[src/rtl/serconv_pkg.sv]
package serconv_pkg;
  typedef enum logic [1:0] {
    PWR_ACTIVE = 2'b00,
    PWR_NAP    = 2'b01,
    PWR_SLEEP  = 2'b10
  } pwr_e;
endpackage

[src/rtl/serconv_conv_qual.sv]
// Accepts a convert pulse once it has been high for MIN_W samples.
module serconv_conv_qual #(
  parameter int MIN_W = 2
) (
  input  logic clk,
  input  logic rst,
  input  logic conv_in,
  output logic conv_evt
);
  localparam int HW = $clog2(MIN_W + 1);
  localparam logic [HW-1:0] HI_MAX  = HW'(MIN_W);
  localparam logic [HW-1:0] HI_FIRE = HW'(MIN_W - 1);

  logic [HW-1:0] hi_cnt;

  always_ff @(posedge clk) begin
    if (rst)                  hi_cnt <= '0;
    else if (!conv_in)        hi_cnt <= '0;
    else if (hi_cnt != HI_MAX) hi_cnt <= hi_cnt + HW'(1);
  end

  assign conv_evt = conv_in && (hi_cnt == HI_FIRE);
endmodule

[src/rtl/serconv_sck_edge.sv]
// Finds rising and any edges of the sampled serial clock.
module serconv_sck_edge (
  input  logic clk,
  input  logic rst,
  input  logic sck_in,
  output logic sck_rise,
  output logic sck_any
);
  logic sck_q;

  always_ff @(posedge clk) begin
    if (rst) sck_q <= 1'b0;
    else     sck_q <= sck_in;
  end

  assign sck_rise = sck_in && !sck_q;
  assign sck_any  = sck_in != sck_q;
endmodule

[src/rtl/serconv_pwr_ctl.sv]
// Counts convert pulses between serial-clock edges and tracks power state.
module serconv_pwr_ctl
  import serconv_pkg::*;
#(
  parameter int NAP_N   = 2,
  parameter int SLEEP_N = 4
) (
  input  logic clk,
  input  logic rst,
  input  logic conv_evt,
  input  logic sck_any,
  output logic accept,
  output logic cmd,
  output pwr_e state
);
  localparam int PW = $clog2(SLEEP_N + 1);
  localparam logic [PW-1:0] NAP_V   = PW'(NAP_N);
  localparam logic [PW-1:0] SLEEP_V = PW'(SLEEP_N);

  logic [PW-1:0] pc;
  logic [PW-1:0] pc_inc;

  assign pc_inc = (pc == SLEEP_V) ? pc : pc + PW'(1);
  assign accept = conv_evt && (sck_any || (state == PWR_ACTIVE && pc_inc < NAP_V));
  assign cmd    = conv_evt && !accept;

  always_ff @(posedge clk) begin
    if (rst) begin
      pc    <= '0;
      state <= PWR_ACTIVE;
    end else if (sck_any) begin
      pc    <= conv_evt ? PW'(1) : '0;
      state <= PWR_ACTIVE;
    end else if (conv_evt) begin
      pc <= pc_inc;
      if (pc_inc >= SLEEP_V)    state <= PWR_SLEEP;
      else if (pc_inc >= NAP_V) state <= PWR_NAP;
    end
  end
endmodule

[src/rtl/serconv_frame_tx.sv]
// Serializes one frame word after a lead-in of idle serial-clock rises.
module serconv_frame_tx #(
  parameter int SLOTS = 14,
  parameter int LEAD  = 2
) (
  input  logic             clk,
  input  logic             rst,
  input  logic             start,
  input  logic             stop,
  input  logic             sck_rise,
  input  logic [SLOTS-1:0] word,
  output logic             sdo,
  output logic             sdo_en
);
  localparam int CW = $clog2(LEAD + SLOTS + 2);
  localparam logic [CW-1:0] DONE  = CW'(LEAD + SLOTS + 1);
  localparam logic [CW-1:0] FIRST = CW'(LEAD + 1);
  localparam logic [CW-1:0] LAST  = CW'(LEAD + SLOTS);

  logic [CW-1:0]    cnt;
  logic [CW-1:0]    nxt;
  logic [SLOTS-1:0] sh;

  assign nxt = cnt + CW'(1);

  always_ff @(posedge clk) begin
    if (rst) begin
      cnt    <= DONE;
      sh     <= '0;
      sdo    <= 1'b0;
      sdo_en <= 1'b0;
    end else if (start) begin
      cnt    <= '0;
      sh     <= word;
      sdo    <= 1'b0;
      sdo_en <= 1'b0;
    end else if (stop) begin
      cnt    <= DONE;
      sdo    <= 1'b0;
      sdo_en <= 1'b0;
    end else if (sck_rise && cnt != DONE) begin
      cnt <= nxt;
      if (nxt >= FIRST && nxt <= LAST) begin
        sdo_en <= 1'b1;
        sdo    <= sh[SLOTS-1];
        sh     <= {sh[SLOTS-2:0], 1'b0};
      end else begin
        sdo_en <= 1'b0;
        sdo    <= 1'b0;
      end
    end
  end
endmodule

[src/rtl/serconv_slave.sv]
module serconv_slave
  import serconv_pkg::*;
#(
  parameter int DATA_W       = 14,
  parameter int SLOTS        = 14,
  parameter int LEAD_CLKS    = 2,
  parameter int MIN_CONV_W   = 2,
  parameter int NAP_PULSES   = 2,
  parameter int SLEEP_PULSES = 4,
  parameter bit FILL_BIT     = 1'b0
) (
  input  logic              clk,
  input  logic              rst,
  input  logic              conv_in,
  input  logic              sck_in,
  input  logic [DATA_W-1:0] sample_in,
  output logic              sdo_out,
  output logic              sdo_en,
  output logic [1:0]        pwr_state
);
  localparam int FILL_W = SLOTS - DATA_W;

  logic              conv_evt;
  logic              sck_rise;
  logic              sck_any;
  logic              accept;
  logic              cmd;
  pwr_e              state;
  logic [DATA_W-1:0] held;
  logic [SLOTS-1:0]  word;

  serconv_conv_qual #(.MIN_W(MIN_CONV_W)) u_qual (
    .clk(clk), .rst(rst), .conv_in(conv_in), .conv_evt(conv_evt)
  );

  serconv_sck_edge u_edge (
    .clk(clk), .rst(rst), .sck_in(sck_in), .sck_rise(sck_rise), .sck_any(sck_any)
  );

  serconv_pwr_ctl #(.NAP_N(NAP_PULSES), .SLEEP_N(SLEEP_PULSES)) u_pwr (
    .clk(clk), .rst(rst), .conv_evt(conv_evt), .sck_any(sck_any),
    .accept(accept), .cmd(cmd), .state(state)
  );

  // Previous capture feeds the frame; the new capture waits for the next one.
  always_ff @(posedge clk) begin
    if (rst)         held <= '0;
    else if (accept) held <= sample_in;
  end

  if (FILL_W > 0) begin : g_fill
    assign word = {held, {FILL_W{FILL_BIT}}};
  end else begin : g_nofill
    assign word = held;
  end

  serconv_frame_tx #(.SLOTS(SLOTS), .LEAD(LEAD_CLKS)) u_tx (
    .clk(clk), .rst(rst), .start(accept), .stop(cmd), .sck_rise(sck_rise),
    .word(word), .sdo(sdo_out), .sdo_en(sdo_en)
  );

  assign pwr_state = state;
endmodule

[config.mk]
export PLATFORM = sky130hd
export DESIGN_NAME = serconv_slave
export DESIGN_NICKNAME = d
export VERILOG_FILES = /design/src/rtl/serconv_pkg.sv /design/src/rtl/serconv_conv_qual.sv /design/src/rtl/serconv_sck_edge.sv /design/src/rtl/serconv_pwr_ctl.sv /design/src/rtl/serconv_frame_tx.sv /design/src/rtl/serconv_slave.sv
export SDC_FILE = /design/constraint.sdc
export NUM_CORES = 1
export LEC_CHECK = 0
export BUFFER_PORTS_ARGS = -buffer_cell sky130_fd_sc_hd__buf_2
export CORE_UTILIZATION = 58
export CTS_CLUSTER_SIZE = 8
export DETAILED_ROUTE_END_ITERATION = 7
export GPL_TIMING_DRIVEN = 0
export PLACE_DENSITY = 0.84
export SLEW_MARGIN = 20
export SYNTH_ARGS = -nofsm -noshare
export SYNTH_HDL_FRONTEND = slang
export SYNTH_SLANG_ARGS = --single-unit
[constraint.sdc]
create_clock -name clk -period 2.6 [get_ports clk]
set_input_delay 0.52 -clock clk [delete_from_list [all_inputs] [get_ports clk]]
set_output_delay 0.52 -clock clk [all_outputs]
set_load 0.03 [all_outputs]
; After elaboration in Yosys (flattened, before gate mapping)
; Cells that the tools add are included.
[word_totals]
register_bits = 43
latchBits = 0
ram_bits = 0
rom_bits = 0
out_inout_bits = 4
word_cells = 61
memories = 0
[classes]
add_sub_neg = 3
mul = 0
div = 0
magnitude_cmp = 5
n_eq_ne = 6
shifts = 0
mux = 15
bitwise_logic = 1
reduce_logical = 21
[op_table]
columns = op, n
row1 = 14-bit two-way mux, 4
row2 = 5-bit two-way mux, 3
row3 = 3-bit two-way mux, 3
row4 = 2-bit nonzero test, 4
row5 = 1-bit logical AND, 7
row6 = 5-bit by 1-bit adder with 5-bit output (second input constant), 1
row7 = 5-bit by 2-bit >= comparator with 1-bit output (second input constant), 1
row8 = 5-bit less-or-equal comparator (second input constant), 1
row9 = 5-bit != test (second input constant), 1
row10 = 2-bit two-way mux, 2
row11 = 2-bit OR reduction, 2
row12 = 3-bit by 1-bit adder with 3-bit output (second input constant), 1
row13 = 3-bit == test (second input constant), 1
row14 = 3-bit by 2-bit >= comparator with 1-bit output (second input constant), 1
row15 = 3-bit >= comparator (second input constant), 1
row16 = 3-bit by 2-bit less-than comparator with 1-bit output (second input constant), 1
row17 = 1-bit two-way mux, 3
row18 = 3-bit AND reduction, 1
row19 = 3-bit nonzero test, 1
row20 = 3-bit OR reduction, 1
row21 = 2-bit by 1-bit adder with 2-bit output (second input constant), 1
row22 = 2-bit by 1-bit == test with 1-bit output (second input constant), 1
row23 = 1-bit zero test, 2
row24 = 2-bit zero test, 1
row25 = other kinds (6), 6

; Depth between registers and ports, before layout
; Gate-level depths: netlist of the first run.
[depth]
ltp_word = 10
mapped_depth = 8
mapped_depth_nobuf = 7

; Modules after synthesis
; Synthesis of the first run repeated with hierarchy kept, for this count alone.
[unflattened]
hier_cells = 226
area_unflattened_um2 = 2309.7
[modules_own_cells]
columns = mod, n_inst, cells_each, area_each_um2, seq_area_each_um2
row1 = serconv_frame_tx, 1, 132, 1343.8, 420.4
row2 = serconv_slave, 1, 45, 508.0, 280.3
row3 = serconv_pwr_ctl, 1, 32, 287.8, 100.1
row4 = serconv_conv_qual, 1, 12, 116.4, 40.0
row5 = serconv_sck_edge, 1, 5, 53.8, 20.0

; Least setup slack after synthesis of the first run
; No wires, ideal clock.
[synth_timing]
path_type = register to register
startpoint = register u_tx.cnt[0]
endpoint = register u_tx.sh[10]
t_arrival_ns = 2.049
path_slack_ns = 0.427
path_stages_with_launch = 8
path_buffers = 1
cell_sequence = dfxtp_1 -> ha_1 -> and3_1 -> mux2_2 -> or3_1 -> nor2_2 -> buf_6 -> o211ai_2
[synth_between]
elab_chain_len = 5
[synth_rtl]
columns = item, line
row1 = start: declaration, serconv_frame_tx.sv:20  ; logic [CW-1:0] cnt;
row2 = start signal: assignment, serconv_frame_tx.sv:42  ; cnt <= nxt;
row3 = 5-bit by 1-bit adder with 5-bit output, serconv_frame_tx.sv:24  ; assign nxt = cnt + CW'(1);
row4 = 5-bit by 2-bit >= comparator with 1-bit output / 5-bit less-or-equal comparator (equally long branches), serconv_frame_tx.sv:43  ; if (nxt >= FIRST && nxt <= LAST) begin
row5 = 1-bit logical AND, serconv_frame_tx.sv:43
row6 = 2-bit nonzero test (no line), --
row7 = 3-bit AND reduction (no line) *, --
row8 = end signal: assignment, serconv_frame_tx.sv:34  ; sh <= word;
row9 = end signal: assignment, serconv_frame_tx.sv:46  ; sh <= {sh[SLOTS-2:0], 1'b0};
row10 = end: declaration, serconv_frame_tx.sv:22  ; logic [SLOTS-1:0] sh;
; Mark *: on every way between the ends. The rest lies on a longest branch, timed or not.
; A chain may end at the register's enable or synchronous reset.

; Worst setup path after layout of the first run
[layout_timing]
startpoint = register u_tx.cnt[0]
endpoint = register u_tx.sh[5]
; The elaborated chain is that of the path after synthesis.

==> flow_summary_export.csv, run 1 <==
group,metric,value,unit
outcome,outcome,"complete, no violations",
floorplanning,die_w,62.10,um
worst_hold_path,holdPathEnd,"held[8]",
floorplanning,rows,21,
detailed_routing,routed_wirelength,4061,um
sta,fmax,404.1,MHz
placement,dp_slack,0.1332,ns
detailed_routing,wl_per_cell,12.57,um
logic_synthesis,yosysSeqAreaShare,0.4110,
logic_synthesis,syn-num-nets,276,
floorplanning,core,3390,um2
detailed_routing,drc,0,
detailed_routing,ant_nets,0,
grt,grt_pass1_wl,6775,um
power,comb_power_share,0.114,
detailed_routing,dr.pass1.iters,4,
logic_synthesis,async_reset_ff_frac,0,
power,p_sw_frac,0.2494,
logic_synthesis,synth_cell_types,45,
cts,cts_made_buffers,5,
floorplanning,start_util,0.6179,
cts,clock_latency,0.35,ns
critical_path,critPathCaptureType,"flip-flop",
critical_path,cp_slowest_stage_delay,0.51,ns
power,p_sw,308.2,uW
critical_path,path_cells,"ha_2, and3_1, mux2_2, or3_1, nor2_2, buf_6, o211ai_2",
sta,slew_headroom,0.5055,
cts,cts_max_path_buffers,2,
floorplanning,fp.dieH,62.10,um
grt,grt_pass1_vias,1584,
critical_path,startpoint_type,"flip-flop",
detailed_routing,wl_met2,1789,um
power,power.share.clock,0.329,
critical_path,critical_path_arrival,2.72,ns
logic_synthesis,syn_avg_cell_area,8.412,um2
critical_path,required,2.85,ns
cells_and_area,syn_to_final_growth,11.47,%
job,max_cap_viol_count,0,
sta,setup_tns,0,ns
sta,post-route-min-period,2.475,ns
sta,rsz0062_at_grt,"no",
critical_path,path_max_fanout,10,
cells_and_area,diodes,0,
power,irDropWorstVdd,0.0004311,V
placement,numPortBuffers,21,
sta,fin_crit_sh,0.9518,
detailed_routing,drt_iter0_drc,160,
power,power-per-cell-area,529.2,nW/um2
cts,cts_root_buf,"clkbuf_4",
cts,htreeDepth,2,
critical_path,slowest_stage,"dfxtp_1",
cells_and_area,final_common_cell,"nand2_1",
floorplanning,ios,22,
detailed_routing,wl_met1,2025,um
placement,dp_hpwl,2912,um
cells_and_area,most-common-layout-cells,"nand2_1, dfxtp_1, buf_2",
critical_path,r2r_slack,0.13,ns
detailed_routing,num_vias,1809,
sta,slew_viol_final,0,
worst_hold_path,min_path_type,"in -> reg",
sta,layout_setup_ws,0.1252,ns
placement,gp_congestion,0.8020,
critical_path,criticalPathCategory,"reg -> reg",
sta,fin_skew,0.002174,ns
logic_synthesis,yosysWarnings,0,
grt,grt_start_max_net_pins,13,
detailed_routing,top_layer_used,"met4",
floorplanning,dieArea,3856,um2
power,seqPwrFrac,0.557,
power,internal-power,927.4,uW
cells_and_area,drive_above_1_share,0.1769,
grt,antenna_found_initial,0,
sta,worst_pin_slew,0.7373,ns
logic_synthesis,synth-seq-cells,43,
critical_path,rr_worst_depth,7,
logic_synthesis,syn_area,2095,um2
cells_and_area,fillers,256,
detailed_routing,wl_met3,190,um
worst_hold_path,hold_depth,3,
detailed_routing,viasPerCell,5.601,
grt,gr-total-overflow,0,
sta,hold_viol,0,
sta,setup_violations,0,
power,leakagePower,0.0009312,uW
logic_synthesis,synth_ff_type,"dfxtp_1",
cts,cts.sinks,43,
grt,grtUsageTotal,0.2434,
cts,cts_tree,"yes",
logic_synthesis,synthCells,249,
cts,clk_pin_slew_worst_paths,0.12,ns
critical_path,timing.rr.start,"u_tx.cnt[0]",
worst_hold_path,worstHoldStart,"sample_in[8]",
cts,cts_hold_buf,0,
logic_synthesis,synth_edf_count,0,
cells_and_area,nNetsFinal,304,
critical_path,r2r-end,"u_tx.sh[5]",
-- state kept, by name (all words and copies together), names as in the netlist, 2 cells and up --
signal         cells
u_qual.hi_cnt      2
u_pwr.pc           3
u_pwr.state        2
u_tx.sh           14
u_tx.cnt           5
held              14
-- power by group through the flow --
stage	clock network, uW	logic, uW	registers, uW
2_1_floorplan	0	101	700
3_3_place_gp	0	135	702
3_5_place_dp	0	138	703
4_1_cts	415	140	688
5_1_grt	434	159	691
6_report	407	141	688
-- synth_stat cells (all sizes together) (2+ instances only) --
cell    instances  area, um2
nor2           19      73.82
xor2            2      17.52
ha              9      112.6
nor3            5      25.02
a21oi          23      115.1
o21ai           4      20.02
buf             7      55.05
nand4          14      87.58
a2111o          2      22.52
o211ai         14      155.2
nand2b          4      25.02
inv             8      30.03
dfxtp          43      860.8
xnor2           2      17.52
nor2b           2      12.51
nand2          62      232.7
clkbuf          6      22.52
-- how the worst max path moves through the flow --
stage               slack (ns)  cells past startpoint        start           to
floorplan                 0.43                      7  u_tx.cnt[0]  u_tx.sh[10]
global placement          0.19                      7  u_tx.cnt[0]   u_tx.sh[6]
detailed placement        0.13                      7  u_tx.cnt[0]   u_tx.sh[5]
CTS                       0.07                      7  u_tx.cnt[0]   u_tx.sh[5]
global route              0.03                      7  u_tx.cnt[0]   u_tx.sh[5]
finish                    0.13                      7  u_tx.cnt[0]   u_tx.sh[5]
-- critical path: cells and delay by family, from the launching register on --
kind | cells | cell delay (ns)
AOI/OAI and AO/OA | 1 | 0.10
adders and majority gates | 1 | 0.30
buffers and inverters | 1 | 0.21
muxes | 1 | 0.38
and+or+nand+nor | 3 | 0.87
DFF | 1 | 0.51
-- layer usage --
metal | global-route usage | vias to the layer above
met1 | 0.3342 | 835
met4 | 0.09841 | 0
met5 | 0 | -
met3 | 0.06004 | 8
li1 | - | 924
met2 | 0.3663 | 42
-- kinds of logic after synthesis --
family / count (synthesis) / synth area share
AND/OR/NAND/NOR: 115 / 0.2497
AO/OA/AOI/OAI: 55 / 0.2073
flip-flops: 43 / 0.4110
buffers and inverters: 21 / 0.05137
adder cells (fa/ha/maj): 9 / 0.05376
XOR/XNOR: 4 / 0.01673
multiplexers: 2 / 0.01016
-- what timing repair did --
item | in CTS | in global routing
setup buffers | 0 | 0
setup endpoints to repair | 0 | 15
gates resized for setup | 0 | 2
-- cell type report --
| cell class | instances | area, um2 | share of cell area |
|---|---|---|---|
| plain buffers | 13 | 77.57 | 0.03323 |
| clock buffers | 6 | 41.29 | 0.01768 |
| clock inverters | 1 | 30.03 | 0.01286 |
| inverters | 8 | 30.03 | 0.01286 |
| multi-input cells | 185 | 1132 | 0.4850 |
| flip-flops and latches | 43 | 860.8 | 0.3687 |
| well taps | 46 | 57.56 | 0.02465 |
| repair buffers | 21 | 105.1 | 0.04502 |
-- stage by stage --
stage	area (um2)	power [uW]	util	hold slack, ns	std cells
2_1_floorplan	2095	801.0	-	0.4347	249
3_3_place_gp	2257	837.2	0.6659	0.4415	316
3_5_place_dp	2257	840.7	0.6659	0.4496	316
4_1_cts	2328	1243	0.6870	0.3869	323
5_1_grt	2335	1284	0.6888	0.3795	323
6_report	2335	1236	0.6888	0.3845	323
(Power assumes the default switching activity.)
==> run 2: changes to the inputs <==
- CORE_MARGIN: unset -> 1.5
==> flow_summary_export.csv, run 2 (same netlist as run 1, synthesis figures left out) <==
group,metric,value,unit
power,power.share.clock,0.279,
cells_and_area,final_common_cell,"nand2_1",
power,p_sw_frac,0.2766,
critical_path,r2r_slack,0.11,ns
detailed_routing,drt_iter0_drc,112,
cells_and_area,diodes,0,
critical_path,criticalPathCategory,"reg -> reg",
cells_and_area,design_area,2316,um2
grt,gr-total-overflow,0,
grt,grt_pass1_wl,7514,um
power,power-per-cell-area,498.4,nW/um2
cts,cts.sinks,43,
grt,grt_pass1_vias,1728,
detailed_routing,viasPerCell,5.627,
grt,antenna_found_initial,0,
cells_and_area,reg_top3,"held x14, u_tx.sh x14, u_tx.cnt x5",
floorplanning,ios,22,
sta,slew_viol_final,0,
placement,dp_cells,316,
cells_and_area,fillers,266,
power,seqPwrFrac,0.597,
critical_path,crit_start,"u_tx.cnt[0]",
placement,numPortBuffers,21,
cells_and_area,nNetsFinal,304,
placement,gp_congestion,0.8054,
job,max_cap_viol_count,0,
cts,htreeDepth,2,
power,p_sw,319.3,uW
cts,clock_latency,0.36,ns
sta,hold_viol,0,
cells_and_area,syn_to_final_growth,10.57,%
detailed_routing,ant_nets,0,
cts,cts_made_buffers,5,
detailed_routing,dr.pass1.iters,4,
sta,fin_crit_sh,0.9588,
placement,dp_hpwl,3083,um
worst_hold_path,min_path_type,"in -> reg",
power,leakagePower,0.0009240,uW
worst_hold_path,hold_depth,2,
grt,grt_start_max_net_pins,13,
floorplanning,fp.dieH,63.10,um
sta,fmax,401.2,MHz
critical_path,r2r-end,"u_tx.sh[6]",
detailed_routing,wl_per_cell,13.21,um
floorplanning,start_util,0.6179,
cells_and_area,seqCellArea,860.8,um2
critical_path,timing.rr.start,"u_tx.cnt[0]",
power,internal-power,834.9,uW
cells_and_area,drive_above_1_share,0.1763,
placement,placed_cell_area,2257,um2
floorplanning,die_w,63.10,um
detailed_routing,drc,0,
sta,rsz0062_at_grt,"no",
floorplanning,rows,21,
power,irDropWorstVdd,0.0004965,V
sta,worst_pin_slew,0.7975,ns
power,comb_power_share,0.124,
sta,setup_violations,0,
critical_path,startpoint_type,"flip-flop",
critical_path,rr_worst_depth,7,
grt,grtUsageTotal,0.2365,
sta,fin_skew,0.01303,ns
critical_path,required,2.86,ns
floorplanning,dieArea,3981,um2
sta,whs,0.3819,ns
critical_path,path_max_fanout,10,
cts,cts_root_buf,"clkbuf_4",
sta,slew_headroom,0.4651,
cts,clk_pin_slew_worst_paths,0.13,ns
worst_hold_path,worstHoldStart,"sck_in",
detailed_routing,routed_wirelength,4279,um
outcome,outcome,"complete, no violations",
detailed_routing,num_vias,1823,
cts,cts_tree,"yes",
cts,cts_max_path_buffers,2,
critical_path,critPathCaptureType,"flip-flop",
critical_path,critical_path_arrival,2.75,ns
sta,post-route-min-period,2.493,ns
cells_and_area,final_cell_count_no_fill,324,
sta,setup_tns,0,ns
cells_and_area,multiInputGateArea,1135,um2
floorplanning,core,3390,um2
worst_hold_path,holdPathEnd,"u_edge.sck_q",
cells_and_area,most-common-layout-cells,"nand2_1, dfxtp_1, buf_2",
run 2: worst max-delay path, stage by stage (launching register included):
cell and delay [ns]:
dfxtp_1 0.51, ha_1 0.32, and3_1 0.26, mux2_2 0.39, or3_1 0.39, nor2_2 0.21, buf_6 0.20, o211ai_2 0.10
run 2: worst max-delay path by stage:
stage                        endpoint  slack [ns]  depth (start not counted)
after floorplan           u_tx.sh[10]        0.43                          7
after global placement     u_tx.sh[6]        0.19                          7
after detailed placement   u_tx.sh[6]        0.15                          7
after CTS                  u_tx.sh[6]        0.12                          7
after global routing       u_tx.sh[9]       0.005                          7
final                      u_tx.sh[6]        0.11                          7
run 2: timing repair:
item	CTS	global route
buffers inserted	0	0
endpoints found under the setup margin	0	20
hold buffers	0	0
resized for setup	0	2
run 2: power groups by stage:
stage / sequential [uW] / clock, uW / combinational (uW)
floorplan: 700 / 0 / 101
global placement: 702 / 0 / 135
detailed placement: 703 / 0 / 140
CTS: 688 / 319 / 141
global route: 691 / 353 / 161
finish: 689 / 322 / 143
run 2: layer usage:
metal  track usage  vias to the layer above  wire (um)
met3       0.06071                       14        178
met2        0.3737                       41       1953
li1              -                      929          -
met1        0.3073                      839       2039
met4       0.09722                        0        108
met5             0                        -          0
run 2: stage by stage:
step | worst slack (ns) | total power [uW] | util
final | 0.1072 | 1154 | 0.6833
after floorplan | 0.4274 | 801.0 | -
after detailed placement | 0.1510 | 842.9 | 0.6659
after CTS | 0.1229 | 1148 | 0.6807
after global routing | 0.004664 | 1205 | 0.6833
after global placement | 0.1920 | 837.2 | 0.6659
run 2: area by class of cell:
cell class,count,share of cell area
inverters,8,0.01297
repair buffers,21,0.04538
well taps,46,0.02485
plain buffers,13,0.03350
clock buffers,7,0.01945
flip-flops and latches,43,0.3717
multi-input cells,185,0.4900
clock inverters,1,0.002161
